<file path="config.mk">
export PLATFORM = sky130hd
export DESIGN_NAME = pit_down_timer
export DESIGN_NICKNAME = d
export VERILOG_FILES = /design/src/rtl/pit_down_timer.sv
export SDC_FILE = /design/constraint.sdc
export NUM_CORES = 1
export LEC_CHECK = 0
export BUFFER_PORTS_ARGS = -buffer_cell sky130_fd_sc_hd__buf_4
export CAP_MARGIN = 40
export CELL_PAD_IN_SITES_DETAIL_PLACEMENT = 1
export CELL_PAD_IN_SITES_GLOBAL_PLACEMENT = 1
export CORE_AREA = 4 4 141 157
export CTS_CLUSTER_DIAMETER = 40
export DETAILED_ROUTE_END_ITERATION = 12
export DIE_AREA = 0 0 145 161
export PLACE_DENSITY = 0.91
export SKIP_LAST_GASP = 1
export SYNTH_ARGS = -nofsm -noshare
export SYNTH_HDL_FRONTEND = slang
export SYNTH_SLANG_ARGS = --single-unit
</file>
<file path="constraint.sdc">
create_clock -name clk -period 7.7 [get_ports clk]
set_input_delay 0.77 -clock clk [delete_from_list [all_inputs] [get_ports clk]]
set_output_delay 0.77 -clock clk [all_outputs]
set_load 0.02 [all_outputs]
</file>
<file path="src/rtl/pit_down_timer.sv">
module pit_down_timer #(
  parameter int CNT_W = 32
) (
  input  logic             clk,
  input  logic             rst_n,
  input  logic             tick_periph,
  input  logic             tick_fast,
  input  logic             tick_slow,
  input  logic             wr_en,
  input  logic [2:0]       addr,
  input  logic [CNT_W-1:0] wdata,
  output logic [CNT_W-1:0] rdata,
  output logic             irq
);

  localparam int CTRL_W  = 26;
  localparam int PSC_W   = 12;
  localparam int B_EN    = 0;
  localparam int B_ENMOD = 1;
  localparam int B_OCIE  = 2;
  localparam int B_RLD   = 3;
  localparam int B_PSC   = 4;
  localparam int B_SRST  = 16;
  localparam int B_OVW   = 17;
  localparam int B_SRC   = 24;
  localparam logic [CTRL_W-1:0] KEEP = CTRL_W'(32'h003C_0003);
  localparam logic [CNT_W-1:0]  MAXV = '1;

  logic [CTRL_W-1:0] ctrl;
  logic              flag;
  logic [CNT_W-1:0]  ld, cmpv, cnt;
  logic [PSC_W-1:0]  pcnt, pdiv;
  logic              src_tick;

  wire [CTRL_W-1:0] wctrl  = wdata[CTRL_W-1:0];
  wire wr_ctrl = wr_en && addr == 3'd0;
  wire wr_stat = wr_en && addr == 3'd1;
  wire wr_ld   = wr_en && addr == 3'd2;
  wire wr_cmp  = wr_en && addr == 3'd3;
  wire srst    = wr_ctrl && wctrl[B_SRST];
  wire en_rise = wr_ctrl && !srst && wctrl[B_EN] && !ctrl[B_EN];
  wire ovw     = wr_ld && ctrl[B_OVW];

  always_comb begin
    unique case (ctrl[B_SRC+:2])
      2'b01:   src_tick = tick_periph;
      2'b10:   src_tick = tick_fast;
      2'b11:   src_tick = tick_slow;
      default: src_tick = 1'b0;
    endcase
  end

  wire run      = ctrl[B_EN] && src_tick;
  wire pre_hit  = run && pcnt == pdiv;
  wire tick_upd = pre_hit && !srst && !ovw;
  wire [CNT_W-1:0] nxt = (cnt == '0) ? (ctrl[B_RLD] ? ld : MAXV) : cnt - 1'b1;

  always_ff @(posedge clk or negedge rst_n) begin
    if (!rst_n) begin
      pcnt <= '0;
      pdiv <= '0;
    end else if (srst) begin
      pcnt <= '0;
      pdiv <= '0;
    end else if (en_rise) begin
      pcnt <= '0;
      pdiv <= wctrl[B_PSC+:PSC_W];
    end else if (pre_hit) begin
      pcnt <= '0;
      pdiv <= ctrl[B_PSC+:PSC_W];
    end else if (run) begin
      pcnt <= pcnt + 1'b1;
    end
  end

  always_ff @(posedge clk or negedge rst_n) begin
    if (!rst_n) begin
      ctrl <= '0;
      ld   <= MAXV;
      cmpv <= '0;
    end else if (srst) begin
      ctrl <= wctrl & KEEP;
      ld   <= MAXV;
      cmpv <= '0;
    end else begin
      if (wr_ctrl) ctrl <= wctrl;
      if (wr_ld)   ld   <= wdata;
      if (wr_cmp)  cmpv <= wdata;
    end
  end

  always_ff @(posedge clk or negedge rst_n) begin
    if (!rst_n)                                cnt <= MAXV;
    else if (srst)                             cnt <= MAXV;
    else if (ovw)                              cnt <= wdata;
    else if (en_rise && wctrl[B_ENMOD])        cnt <= wctrl[B_RLD] ? ld : MAXV;
    else if (tick_upd)                         cnt <= nxt;
  end

  always_ff @(posedge clk or negedge rst_n) begin
    if (!rst_n)                        flag <= 1'b0;
    else if (srst)                     flag <= 1'b0;
    else if (tick_upd && nxt == cmpv)  flag <= 1'b1;
    else if (wr_stat && wdata[0])      flag <= 1'b0;
  end

  assign irq = flag && ctrl[B_OCIE] && ctrl[B_EN];

  always_comb begin
    case (addr)
      3'd0:    rdata = CNT_W'(ctrl);
      3'd1:    rdata = CNT_W'(flag);
      3'd2:    rdata = ld;
      3'd3:    rdata = cmpv;
      3'd4:    rdata = cnt;
      default: rdata = '0;
    endcase
  end

  AST_SOFT_RESET: assert property (@(posedge clk) disable iff (!rst_n)
    srst |=> (cnt == MAXV && ld == MAXV && cmpv == '0 && !flag));
  AST_OVERWRITE: assert property (@(posedge clk) disable iff (!rst_n)
    ovw |=> cnt == $past(wdata));
  AST_DECREMENT: assert property (@(posedge clk) disable iff (!rst_n)
    (pre_hit && cnt != '0 && !(wr_en && (addr == 3'd0 || addr == 3'd2))) |=> cnt == $past(cnt) - 1'b1);
  AST_HOLD_OFF: assert property (@(posedge clk) disable iff (!rst_n)
    (!ctrl[B_EN] && !(wr_en && (addr == 3'd0 || addr == 3'd2))) |=> $stable(cnt));
  AST_FLAG_CLEAR: assert property (@(posedge clk) disable iff (!rst_n)
    (wr_stat && wdata[0] && !pre_hit) |=> !flag);
  AST_IDX_IGNORED: assert property (@(posedge clk) disable iff (!rst_n)
    (wr_en && addr >= 3'd4) |=> ($stable(cmpv) && $stable(ld) && $stable(ctrl)));

endmodule

</file>
Word level (Yosys, flattened, before mapping):

Index checks and enable logic that the tools add are counted.
W data, S select, Z words.

* input port bits: 41
* flip-flop bits (word level): 147
* output and inout bits: 33

* mux-type cells: 25
* reductions and logical operators: 30
* $add $sub $neg: 2
* eq/ne operators: 9

Operators by type and width (number)
* $mux W32: 11
* $pmux W32 S5: 1
* $mux W12: 7
* $mux W26: 2
* $eq A32 B32 Y1: 1
* $logic_not A32 Y1: 1
* $sub A32 B1 Y32 const B: 1
* $logic_and A1 B1 Y1: 18
* $add A12 B1 Y12 const B: 1
* $eq A12 B12 Y1: 1
* $reduce_bool A4 Y1: 2
* $eq A3 B2 Y1 const B: 2
* $reduce_bool A2 Y1: 3
* $reduce_bool A3 Y1: 2
* $eq A2 B2 Y1 const B: 2
* $eq A3 B1 Y1 const B: 1
* $eq A3 B3 Y1 const B: 1
* $logic_not A1 Y1: 3
* $logic_not A3 Y1: 1
* $mux W1: 3
* $pmux W1 S3: 1
* $eq A2 B1 Y1 const B: 1

Longest topological paths before layout:

* depth in word-level cells: 11
* gate-level depth with buffers: 13
* mapped depth without buffers: 11

Worst setup path after synthesis:

Ideal clock, no wire load.

* kind: register -> register
* from: register cnt[4]
* to: register flag
* clock period less this slack: 3.103 ns
* setup slack: 4.597 ns
* arrival: 3.011 ns
* data required time: 7.608 ns
* buffers on the path: 3
* setup time: 0.092 ns
* stages on the path, launching flop included: 13
* path through: dfstp_2 buf_6 or4_1 buf_2 or3_1 buf_2 or4_4 xnor2_2 nor2_1 mux2i_1 nand3_1 a2111o_1 o31ai_2

* cells in the longest elaborated chain, start to end: 6
* elaborated cells between the ends (all ways): 8
* those cells by class: add/sub: 1; eq/ne: 1; mux: 3; reduce/logical: 3

RTL lines
* from (decl): line 31 `logic [CNT_W-1:0] ld, cmpv, cnt;`
* from (signal assigned): line 95 `else if (ovw) cnt <= wdata;`
* from (signal assigned): line 96 `else if (en_rise && wctrl[B_ENMOD]) cnt <= wctrl[B_RLD] ? ld : MAXV;`
* from (signal assigned): line 97 `else if (tick_upd) cnt <= nxt;`
* $sub A32 B1 Y32 / $logic_not A32 Y1 (equally long branches): line 56 `wire [CNT_W-1:0] nxt = (cnt == '0) ? (ctrl[B_RLD] ? ld : MAXV) : cnt - 1'b1;`
* $mux W32 (*): line 56
* $eq A32 B32 Y1 (*): line 103 `else if (tick_upd && nxt == cmpv) flag <= 1'b1;`
* $logic_and A1 B1 Y1 (*): line 103
* $mux W1: line 103
* $mux W1: line 102 `else if (srst) flag <= 1'b0;`
* to (signal assigned): line 102
* to (signal assigned): line 103
* to (signal assigned): line 104 `else if (wr_stat && wdata[0]) flag <= 1'b0;`
* to (decl): line 30 `logic flag;`

Mark *: on every way between the ends. The rest lies on a longest branch, timed or not.
A chain may end at the register's enable or synchronous reset.

Worst setup path after layout:

* from: input port addr[2]
* to: register cnt[19]

* cells in the longest elaborated chain, start to end: 11
* elaborated cells between the ends (all ways): 18
* those cells by class: eq/ne: 1; mux: 3; reduce/logical: 14

RTL lines
* from (decl): line 10 `input logic [2:0] addr,`
* $logic_not A3 Y1: line 36 `wire wr_ctrl = wr_en && addr == 3'd0;`
* $logic_and A1 B1 Y1: line 36
* $logic_and A1 B1 Y1: line 40 `wire srst = wr_ctrl && wctrl[B_SRST];`
* $logic_not A1 Y1: line 41, 55
* $logic_and A1 B1 Y1 (3 in a row): line 41 `wire en_rise = wr_ctrl && !srst && wctrl[B_EN] && !ctrl[B_EN];`
* $logic_and A1 B1 Y1: line 96
* $mux W32: line 96
* $mux W32: line 95
* $mux W32: line 94 `else if (srst) cnt <= MAXV;`

Several ways; a longest one is shown, not always the timed one.

==> flow_summary.ini <==
[grt]
met3_usage_pct = 7.46
antenna_found_initial = 0
grt-ovfl-total = 0
grt_util_met1_pct = 40.8
grt_usage_pct = 31.3
grt_pass1_wl_mm = 58.2
grt.busiest_layer = met2
use_met2_pct = 48.7
grt_pass1_vias = 9919
grt_max_degree = 83

[clock_tree]
cts_resized = 0
cts_root_buffer = clkbuf_16
cts_setup_buffers = 0
numCtsBuffers = 17
clkTransAtPathRegs_ps = 60
clock_path_buffers = 2
insertion_delay_ps = 440
h-tree-depth = 4
cts_hold_buf = 0
clock_sinks = 147
cts_tree = built

[job]
drv_cap = 0

[critical_path]
start_kind = primary input
critPathBufInv = 1
reg2reg_depth = 10
cp_slowest_cell = nand3b_1
worstPathArrival_ps = 4310
worstPathCellList = buf_4 -> nand2b_1 -> nor3_1 -> and3_1 -> nand2_1 -> nand3b_1 -> nand2_1 -> a211oi_1 -> a21oi_1
crit_cells = 9
critPathRequiredTime_ps = 8060
end_kind = register
cpMostUsedCell = nand2_1
path_class = in2reg
cpLargestDelayFamily = simple AND/OR/NAND/NOR gates
critPathMaxStageDelay_ps = 770
cp_max_fo = 18
regToRegSetupSlack_ps = 3770

[floorplanning]
ios = 74
die_w_um = 145
fp.dieH_um = 161
coreArea_sq_mm = 0.0204
initial_utilization_pct = 44.6
design.die.area_sq_mm = 0.0233
num_rows = 55

[yosys]
synthAdderAreaFrac_pct = 0.411
muxShareOfSynthArea_pct = 3.25
syn_area_sq_mm = 0.00912
synthXorXnorAreaFrac_pct = 5.46
ys_seq_elements = 147
synthSimpleGateAreaFrac_pct = 23.2
synth-compound-area-share_pct = 21.9
synth_edf_count = 0
ys.warnings.count = 0
yosys.cell_types.count = 61
ys_seq_area_share_pct = 41.2
synthCells = 1112
synth_nets = 1156
synth_flop_cell = dfrtp_1
async_flop_share_pct = 100
synth_top_family_by_area = simple AND/OR/NAND/NOR gates
syn_area_per_cell_sq_um = 8.20

[sta]
rsz0062_at_grt = false
finalSetupViolCount = 0
hold_viol_final = 0
finalMaxSlewViolations = 0
setup_tns_ps = 0
finalCritPeriodShare_pct = 51.3
fmax_mhz = 253
fin_skew_ps = 7.68
fin_crit_ps = 3950
max_slew_margin_pct = 35.8
worstMarginPinSlew_ps = 954

[route]
firstDrtPassIters = 8
avgRoutedWirePerCell_um = 25.9
vias_per_cell = 6.74
totalWireLength_mm = 36.7
drtIter0Drc = 1154
via_count = 9534
antenna_left = 0
drcViolationCount = 0

[placed_design]
portBuffers = 73
gp_congestion = 0.989
hpwl_mm = 24.7

[worst_hold_path]
min_path_type = in2async

[cells_and_area]
fin_nets = 1189
antenna_cells = 0
final_common_cell = nand2_1
final_util_pct = 51.7
final_cell_mix = 257 x nand2_1, 92 x buf_4, 83 x dfrtp_1
syn2layout_area_growth_pct = 15.8
drive_gt1_share_pct = 18.3

[power_and_ir_drop]
power.leakage_nw = 4.40
powerDensity_mw_per_mm2 = 303
peakVddDrop_v = 0.000173

[outcome]
outcome = complete, no violations
[area by class of cell]
| cell class | instances | area, sq um |
|---|---|---|
| inverters | 22 | 82.6 |
| well taps | 256 | 320 |
| multi-input cells | 857 | 4970 |
| clock buffers | 19 | 453 |
| flip-flops and latches | 147 | 3760 |
| clock inverters | 13 | 146 |
| fillers | 2419 | 9880 |
| repair buffers | 100 | 833 |
[registers in the layout (all words and copies together), names as in the netlist]
| name | count |
|---|---|
| pdiv | 12 |
| flag | 1 |
| ld | 32 |
| cnt | 32 |
| ctrl | 26 |
| cmpv | 32 |
| pcnt | 12 |
[synthesized netlist by cell type (21+ instances only)]
master      n  share of area [%]
clkbuf_1   75                3.1
mux2i_1    24                2.6
xor2_1     26                2.5
a211oi_1   22                1.8
o21ai_0    71                3.9
dfstp_2    64                 18
nor3_1     21                1.2
a21oi_1    49                2.7
dfrtp_1    83                 23
a22oi_1    52                4.3
nand2_1   257                 11
nand3_1    36                2.0
inv_1      22               0.91
xnor2_1    29                2.8
nor2_1     65                2.7
[final timing paths]
kind,startpoint,to
min reg2reg,ctrl[1],ctrl[1]
max,addr[2],cnt[19]
min in group clk,ctrl[1],ctrl[1]
min,rst_n,ctrl[14]
max in group asynchronous,rst_n,ld[16]
max reg2reg,cnt[16],flag
[cell families (layout without fill, tap and decap cells)]
group	count (synthesis)	after routing
simple gates	471	471
compound gates	298	298
flops	147	147
buf+inv	108	154
xor+xnor	56	56
mux	29	29
fa+ha+maj	3	3
[report_power, final]
part           internal, mW  switching (mW)  total [mW]  leakage [nW]
combinational         0.412           0.539       0.950          2.35
clock                 0.499           0.369       0.868         0.291
sequential             1.06           0.324        1.38          1.76
[per-layer routing]
metal	up-vias	part of all wire (%)
met5	-	0
met4	0	5.5
met3	159	8.6
met2	558	46
met1	4774	40
li1	4043	-
[per-stage QoR]
step           cell area (sq um)  power [mW]  hold WS [ps]  std cells  setup WS [ps]
3_3_place_gp                9820        2.21           459       1374           3580
5_1_grt                    10600        3.34           439       1414           3530
4_1_cts                    10600        3.17           415       1414           3870
2_1_floorplan               9120        1.89           446       1112           4600
6_report                   10600        3.20           368       1414           3750
3_5_place_dp                9960        2.27           467       1382           3580
Note: power is estimated with default switching activity, not from simulation.
